File: src/rtl/ohu_pkg.sv
// Shared types for the operand hazard unit.
// Assumes: a five-stage in-order pipeline with a register file that writes in
// the first half of a cycle and reads in the second half.
package ohu_pkg;
    parameter int REG_AW = 5;          // register number width
    localparam int NUM_SRC = 2;        // source operands per instruction
    localparam int NUM_STG = 3;        // tracked stages after decode
    localparam int S_EX  = 0;
    localparam int S_MEM = 1;
    localparam int S_WB  = 2;

    typedef logic [REG_AW-1:0] reg_idx_t;

    typedef enum logic [1:0] {
        FWD_RF    = 2'b00,
        FWD_EXMEM = 2'b01,
        FWD_MEMWB = 2'b10
    } fwd_sel_e;

    typedef struct packed {
        logic     valid;
        logic     we;
        logic     ld;
        logic     st_byp;
        reg_idx_t rd;
    } stage_ctl_t;
endpackage

File: src/rtl/ohu_stage_pipe.sv
// Control shadow of the execute, memory and writeback stages.
// Entry 0 takes the decode control word, or an emptied copy of it when a
// bubble is requested; later entries shift one stage per clock.
// Assumes: the pipeline never stalls below decode.
module ohu_stage_pipe
    import ohu_pkg::*;
#(
    parameter int DEPTH = NUM_STG
) (
    input  logic       clk,
    input  logic       rst_n,
    input  stage_ctl_t id_ctl,
    input  logic       bubble,
    output stage_ctl_t st_q [DEPTH]
);
    stage_ctl_t entry_nxt;

    // Build the word entering execute; a bubble keeps only the register number.
    always_comb begin
        entry_nxt = id_ctl;
        if (bubble) begin
            entry_nxt.valid  = 1'b0;
            entry_nxt.we     = 1'b0;
            entry_nxt.ld     = 1'b0;
            entry_nxt.st_byp = 1'b0;
        end
    end

    for (genvar g = 0; g < DEPTH; g++) begin : g_stage
        if (g == 0) begin : g_head
            // Capture the new execute entry.
            always_ff @(posedge clk) begin
                if (!rst_n) st_q[g] <= '0;
                else        st_q[g] <= entry_nxt;
            end
        end else begin : g_tail
            // Advance the entry from the stage above.
            always_ff @(posedge clk) begin
                if (!rst_n) st_q[g] <= '0;
                else        st_q[g] <= st_q[g-1];
            end
        end
    end

    // a bubble leaves an empty execute entry
    a_r6_bubble_empty: assert property (@(posedge clk) disable iff (!rst_n)
        bubble |=> (!st_q[0].valid && !st_q[0].we && !st_q[0].ld));

    // a bubble keeps the decode destination number
    a_r6_bubble_keeps_rd: assert property (@(posedge clk) disable iff (!rst_n)
        bubble |=> (st_q[0].rd == $past(id_ctl.rd)));
endmodule

File: src/rtl/ohu_src_match.sv
// Compares one decode source against the three tracked stages and picks the
// forwarding select from the nearest producer.
// Assumes: a select is consumed one cycle later, after every producer has
// advanced by one stage; writeback producers are read from the register file.
module ohu_src_match
    import ohu_pkg::*;
(
    input  logic       clk,
    input  logic       rst_n,
    input  logic       id_valid,
    input  reg_idx_t   src,
    input  stage_ctl_t ex_e,
    input  stage_ctl_t mem_e,
    input  stage_ctl_t wb_e,
    output logic       raw,
    output logic       ld_hit,
    output fwd_sel_e   sel
);
    logic src_live;
    logic hit_ex, hit_mem, hit_wb;

    // Per-stage comparison; register 0 is never a dependency.
    always_comb begin
        src_live = id_valid && (src != '0);
        hit_ex   = src_live && ex_e.valid  && ex_e.we  && (ex_e.rd  == src);
        hit_mem  = src_live && mem_e.valid && mem_e.we && (mem_e.rd == src);
        hit_wb   = src_live && wb_e.valid  && wb_e.we  && (wb_e.rd  == src);
    end

    // Hazard flag and load-in-execute hit.
    always_comb begin
        raw    = hit_ex || hit_mem || hit_wb;
        ld_hit = hit_ex && ex_e.ld;
    end

    // Nearest-producer select; a load in execute cannot be forwarded yet.
    always_comb begin
        if (hit_ex)       sel = ex_e.ld ? FWD_RF : FWD_EXMEM;
        else if (hit_mem) sel = FWD_MEMWB;
        else              sel = FWD_RF;
    end

    // register 0 stays quiet
    a_r2_zero_quiet: assert property (@(posedge clk) disable iff (!rst_n)
        (src == '0) |-> (!raw && sel == FWD_RF));

    // only the three defined codes appear
    a_r3_sel_legal: assert property (@(posedge clk) disable iff (!rst_n)
        sel != fwd_sel_e'(2'b11));

    // the memory path is never chosen over a forwardable execute producer
    a_r4_nearest: assert property (@(posedge clk) disable iff (!rst_n)
        (sel == FWD_MEMWB) |-> !(ex_e.valid && ex_e.we && !ex_e.ld && ex_e.rd == src));

    // an empty decode slot selects the register file
    a_r9_idle_rf: assert property (@(posedge clk) disable iff (!rst_n)
        !id_valid |-> (sel == FWD_RF && !raw && !ld_hit));
endmodule

File: src/rtl/ohu_loaduse.sv
// Turns load-in-execute hits into a front-end hold or a store-data bypass.
// Assumes: the second operand of a store is its data, the first its address.
module ohu_loaduse (
    input  logic clk,
    input  logic rst_n,
    input  logic id_store,
    input  logic ld_hit_rs,
    input  logic ld_hit_rt,
    output logic stall,
    output logic st_byp
);
    // Store data from the load ahead is patched in memory; anything else waits.
    always_comb begin
        st_byp = id_store && ld_hit_rt && !ld_hit_rs;
        stall  = ld_hit_rs || (ld_hit_rt && !id_store);
    end

    // the store bypass replaces the stall, never joins it
    a_r7_byp_excl: assert property (@(posedge clk) disable iff (!rst_n)
        st_byp |-> !stall);

    // no stall without a load hit
    a_r5_stall_cause: assert property (@(posedge clk) disable iff (!rst_n)
        stall |-> (ld_hit_rs || ld_hit_rt));
endmodule

File: src/rtl/operand_hazard_unit.sv
// Operand hazard control for a five-stage in-order pipeline: forwarding
// selects, read-after-write flags, load-use hold/bubble and a memory-stage
// store-data bypass flag.
// Assumes: decode inputs are held by the front end while hold_front is high.
module operand_hazard_unit
    import ohu_pkg::*;
(
    input  logic              clk,
    input  logic              rst_n,
    input  logic              id_valid,
    input  logic [REG_AW-1:0] id_rs,
    input  logic [REG_AW-1:0] id_rt,
    input  logic [REG_AW-1:0] id_rd,
    input  logic              id_we,
    input  logic              id_load,
    input  logic              id_store,
    output logic [1:0]        fwd_rs_sel,
    output logic [1:0]        fwd_rt_sel,
    output logic              raw_rs,
    output logic              raw_rt,
    output logic              hold_front,
    output logic              ex_bubble,
    output logic              ex_valid,
    output logic              ex_we,
    output logic [REG_AW-1:0] ex_rd,
    output logic              mem_store_bypass
);
    stage_ctl_t stg [NUM_STG];
    stage_ctl_t id_ctl;
    reg_idx_t   src_idx [NUM_SRC];
    logic       raw_v   [NUM_SRC];
    logic       ldhit_v [NUM_SRC];
    fwd_sel_e   sel_v   [NUM_SRC];
    logic       stall;
    logic       st_byp;

    // Collect the source numbers in operand order.
    always_comb begin
        src_idx[0] = id_rs;
        src_idx[1] = id_rt;
    end

    for (genvar s = 0; s < NUM_SRC; s++) begin : g_src
        ohu_src_match u_match (
            .clk      (clk),
            .rst_n    (rst_n),
            .id_valid (id_valid),
            .src      (src_idx[s]),
            .ex_e     (stg[S_EX]),
            .mem_e    (stg[S_MEM]),
            .wb_e     (stg[S_WB]),
            .raw      (raw_v[s]),
            .ld_hit   (ldhit_v[s]),
            .sel      (sel_v[s])
        );
    end

    ohu_loaduse u_loaduse (
        .clk       (clk),
        .rst_n     (rst_n),
        .id_store  (id_store && id_valid),
        .ld_hit_rs (ldhit_v[0]),
        .ld_hit_rt (ldhit_v[1]),
        .stall     (stall),
        .st_byp    (st_byp)
    );

    // Control word that decode hands to execute.
    always_comb begin
        id_ctl.valid  = id_valid;
        id_ctl.we     = id_valid && id_we;
        id_ctl.ld     = id_valid && id_load;
        id_ctl.st_byp = st_byp;
        id_ctl.rd     = id_rd;
    end

    ohu_stage_pipe #(.DEPTH(NUM_STG)) u_pipe (
        .clk    (clk),
        .rst_n  (rst_n),
        .id_ctl (id_ctl),
        .bubble (stall),
        .st_q   (stg)
    );

    // Drive the block outputs.
    always_comb begin
        fwd_rs_sel       = sel_v[0];
        fwd_rt_sel       = sel_v[1];
        raw_rs           = raw_v[0];
        raw_rt           = raw_v[1];
        hold_front       = stall;
        ex_bubble        = stall;
        ex_valid         = stg[S_EX].valid;
        ex_we            = stg[S_EX].we;
        ex_rd            = stg[S_EX].rd;
        mem_store_bypass = stg[S_MEM].st_byp;
    end

    // a hold is only ever caused by a load sitting in execute
    a_r5_hold_needs_ex_load: assert property (@(posedge clk) disable iff (!rst_n)
        hold_front |-> (stg[S_EX].valid && stg[S_EX].ld));

    // a load in memory with no load in execute never holds the front end
    a_r8_mem_load_no_hold: assert property (@(posedge clk) disable iff (!rst_n)
        (stg[S_MEM].ld && !stg[S_EX].ld) |-> !hold_front);

    // the memory bypass flag belongs to a store decoded two cycles earlier
    a_r7_mem_byp_origin: assert property (@(posedge clk) disable iff (!rst_n)
        mem_store_bypass |-> $past(st_byp, 2));

    // reset leaves the execute entry empty
    a_r10_reset_empty: assert property (@(posedge clk)
        !rst_n |=> (!ex_valid && !ex_we && !mem_store_bypass));
endmodule

File: config.mk
export PLATFORM = sky130hd
export DESIGN_NAME = operand_hazard_unit
export DESIGN_NICKNAME = d
export VERILOG_FILES = /design/src/rtl/ohu_pkg.sv /design/src/rtl/ohu_stage_pipe.sv /design/src/rtl/ohu_src_match.sv /design/src/rtl/ohu_loaduse.sv /design/src/rtl/operand_hazard_unit.sv
export SDC_FILE = /design/constraint.sdc
export NUM_CORES = 1
export LEC_CHECK = 0
export BUFFER_PORTS_ARGS = -buffer_cell sky130_fd_sc_hd__buf_2
export CAP_MARGIN = 30
export CORE_MARGIN = 1.5
export CORE_UTILIZATION = 52
export CTS_BUF_LIST = sky130_fd_sc_hd__clkbuf_8
export CTS_CLUSTER_DIAMETER = 40
export DETAILED_ROUTE_END_ITERATION = 6
export HOLD_SLACK_MARGIN = 0.06
export PLACE_DENSITY = 0.88
export SYNTH_ARGS = -nofsm -noshare
export SYNTH_HDL_FRONTEND = slang
export SYNTH_SLANG_ARGS = --single-unit
File: constraint.sdc
create_clock -name clk -period 1.9 [get_ports clk]
set_input_delay 0.285 -clock clk [delete_from_list [all_inputs] [get_ports clk]]
set_output_delay 0.285 -clock clk [all_outputs]
set_load 0.03 [all_outputs]
==> results.txt <==
By startpoint and endpoint, the worst setup path is classified as reg2out. The layout filler cell count is 150. The flip-flop count of the largest register, all copies and words added came out at 24. The placeable core area is ~0.0022 sq mm. The clock edge transition at the registers on the reported setup and hold paths came out at roughly 0.080 ns. The delay contributed by the slowest stage of the critical path is 0.59 ns. For this run, the leading register cell type out of synthesis is sky130_fd_sc_hd__dfxtp_1. The met2 track utilization from global routing is 45.8%. The depth of the CTS H-tree came out at 1. In the final design database the tool counted 186 nets. The worst hold path terminates at u_pipe.st_q[22]$_SDFF_PN0_. The power density over the cells is between 600 and 700 mW/mm^2. The average cell area after synthesis is 9.78 sq um.

STA puts the critical path data required time at around 1.6 ns. The max-cap violation count is 0. VDD sags by at most ~0.6 mV. The count of flip-flops with a built-in enable after synthesis is 0.

The signal on the critical path passes through xnor2_2 > nand2_1 > or4_4 > nor3_2 > buf_4. In this run, the number of DRC markers left after iteration 0 of detailed routing was 35. The worst register-to-register path ends at u_pipe.st_q[23]$_SDFF_PP0_. After technology mapping, the gate count stands at 120. For this design the top-level I/O count stands at 37. The overall global routing resource usage is 26.8%.

The largest individual stage delay along the critical path comes from the cell sky130_fd_sc_hd__or4_4. The final number of setup-violating endpoints is 8. The minimum setup slack in the final design is -0.138 ns. The final core utilization is 77.8%. In the final layout, the registers with the most flip-flops are u_pipe.st_q x24.

The count of antenna diodes in the layout is 0. The final routed wire length divided by cell count is 16.8 um. The setup check on the worst reg-to-reg path leaves a slack of 0.34 ns. The count of distinct cell types in the synthesized netlist is 23.

The total placed cells including tap cells came out at 185. The worst hold path depth is 2. The final critical path takes up 107% of the cycle. In this run the critical register-to-register path is launched from u_pipe.st_q[22]$_SDFF_PN0_. The clock network latency to the later pin of the worst-skew pair is about 0.27 ns. In this run the core area contains 17 standard-cell rows. The final setup skew is ~0.0010 ns.

The maximum net fanout on the critical path is 3. In the post-synthesis netlist, the biggest area contributors are sky130_fd_sc_hd__dfxtp_1 41%, sky130_fd_sc_hd__xnor2_1 18%, sky130_fd_sc_hd__and2_1 11%. The flow ran to the end, but the final reports show violations.

TritonCTS built the clock tree. Excluding fillers, the count of instances in the completed layout stands at 192. The clock net in this run drives a total of 24 sinks. The die covers 0.00255 sq mm. The worst hold path belongs to the class in2reg.

At the pin with the least slew margin, the transition time is between 0.3 and 0.4 ns. The number of vias per cell after detailed routing is 5.61. Detailed placement ended at an HPWL of 2040 um. The count of state elements after synthesis is 24.

The total via count in the routed design came out at 1,077. Sorting the synthesized cells by how often they occur yields 24 x sky130_fd_sc_hd__dfxtp_1, 24 x sky130_fd_sc_hd__xnor2_1, 20 x sky130_fd_sc_hd__and2_1. The area of the mapped netlist came out at 0.00117 sq mm. The final count of hold timing violations came out at 0. The worst slew margin relative to its limit is roughly three quarters.

The number of buffers added on ports is 36. The starting density of the core came out at 54.1%. Summed over all cells, the static leakage comes to 0.000702 uW.

Clock tree synthesis inserted a total of 3 buffers. The final-report max-slew violation count came out at 0. The synthesized netlist net count is 141. The number of remaining DRC errors is 0. The final critical path time including I/O delays and setup came out at 2.04 ns. Of the synthesized area, sequential elements account for 40.9%. Global routing used 30.9% of the available met1 tracks. The overall overflow remaining after global route is 0. The clock tree buffer depth is 2.

The detailed-router iteration count before antenna repair is 4. For this run, the top clock speed supported by timing is slightly below 500 MHz. STA classifies the critical path endpoint as an output port. The final RePlAce weighted congestion came out at 0.841. Data arrives at the worst endpoint at 1.75 ns. The buffer type at the clock tree root is sky130_fd_sc_hd__clkbuf_8. The pin count of the biggest net entering global routing is 25. The floorplan step set the die height to 50.5 um.

More flip-flops sit in one register than any other, and that register is u_pipe.st_q. The worst setup path is launched from a flip-flop. The antenna violation net count after detailed routing came out at 0. Setup repair after global routing could not meet its margin everywhere. The largest total area in the synthesized netlist belongs to sky130_fd_sc_hd__dfxtp_1. The post-route netlist has 53.0% of its cells at a drive strength greater than 1. The initial antenna violation count is 0.

The Yosys warning count came out at 0. The share of synthesized registers carrying an async set or reset came out at 0%. The cell count of the worst reg-to-reg path is 4.

In this run the most used layer during global routing was met2. The first global-routing pass estimated 5010 um of wire. The number of global-route vias before repair came to 1,078.

The final reports fail on setup timing. The setup TNS is -0.789 ns. The floorplan die width is 50.5 um. The area share of the largest cell type after synthesis came out at approximately 41%. The startpoint identified for the worst hold timing path is id_rd[4].

The total length of routed wires is about 3200 um. The signed area change from the synthesized netlist to the final layout came out at 43.8%. The met3 track demand over resource in global routing came out at 6.55%.
where the power goes:
group | internal, uW | total [uW] | switching (uW)
Clock | 185 | 345 | 160
Sequential | 520 | 541 | 20.7
Combinational | 95.9 | 199 | 103
Total | 801 | 1080 | 283
how the worst max path moves through the flow:
stage                          startpoint  depth (start not counted)            end
2_1_floorplan  u_pipe.st_q[25]$_SDFF_PP0_                          4     hold_front
3_3_place_gp                     id_rs[0]                          6     hold_front
3_5_place_dp                     id_rs[0]                          6      ex_bubble
4_1_cts        u_pipe.st_q[22]$_SDFF_PN0_                          5  fwd_rt_sel[0]
5_1_grt        u_pipe.st_q[22]$_SDFF_PN0_                          6      ex_bubble
6_report       u_pipe.st_q[22]$_SDFF_PN0_                          5  fwd_rt_sel[0]
critical path, delay by kind of cell (launching register included):
| kind | cells | cell delay (ns) |
|---|---|---|
| AND/OR/NAND/NOR | 3 | 0.82 |
| XOR/XNOR | 1 | 0.12 |
| flip-flops | 1 | 0.37 |
| buffers and inverters | 1 | 0.18 |
cell type report:
class / instances / area [sq um] / area share (%)
well taps: 28 / 35.0 / 2.08
repair buffers: 48 / 327 / 19.3
multi-input cells: 88 / 768 / 45.5
flip-flops and latches: 24 / 503 / 29.8
clock buffers: 4 / 55.1 / 3.26
metal layers:
metal | wire length, um | share of wire (%)
met1 | 1280 | 40
met2 | 1640 | 51
met3 | 215 | 6.7
met4 | 91 | 2.8
met5 | 0 | 0
through the flow:
stage / instance area (sq um) / hold WS [ns] / worst slack [ns] / total power (uW)
2_1_floorplan: 1190 / 0.410 / -0.0352 / 644
3_3_place_gp: 1420 / 0.414 / -0.00365 / 702
3_5_place_dp: 1420 / 0.427 / -0.0310 / 708
4_1_cts: 1650 / 0.216 / -0.117 / 1070
5_1_grt: 1690 / 0.215 / -0.204 / 1130
6_report: 1690 / 0.218 / -0.138 / 1080
timing repair:
item,in CTS,in global routing
resized for setup,43,7
hold buffers,0,0
cloned,0,0
buffers inserted,3,0
pin swaps,7,2
setup endpoints to repair,8,8
kinds of logic (layout without fill, tap and decap cells):
group,after synthesis,after routing,synth area share [%]
AO/OA/AOI/OAI,7,7,5.01
buffers and inverters,8,52,4.48
flip-flops,24,24,40.9
XOR/XNOR,30,30,22.4
AND/OR/NAND/NOR,51,51,27.2
placed cells by master, fill, tap and decap left out, drive strengths merged, types with 3 or more instances in the layout:
master | Yosys | layout
a221oi | 3 | 3
and2 | 20 | 20
buf | 6 | 48
clkbuf | 2 | 4
dfxtp | 24 | 24
nand2 | 6 | 6
nand4 | 6 | 6
nor3 | 3 | 3
nor4 | 3 | 3
or4 | 5 | 5
xnor2 | 24 | 24
xor2 | 6 | 6
No activity file was read; power rests on OpenSTA's default activity.
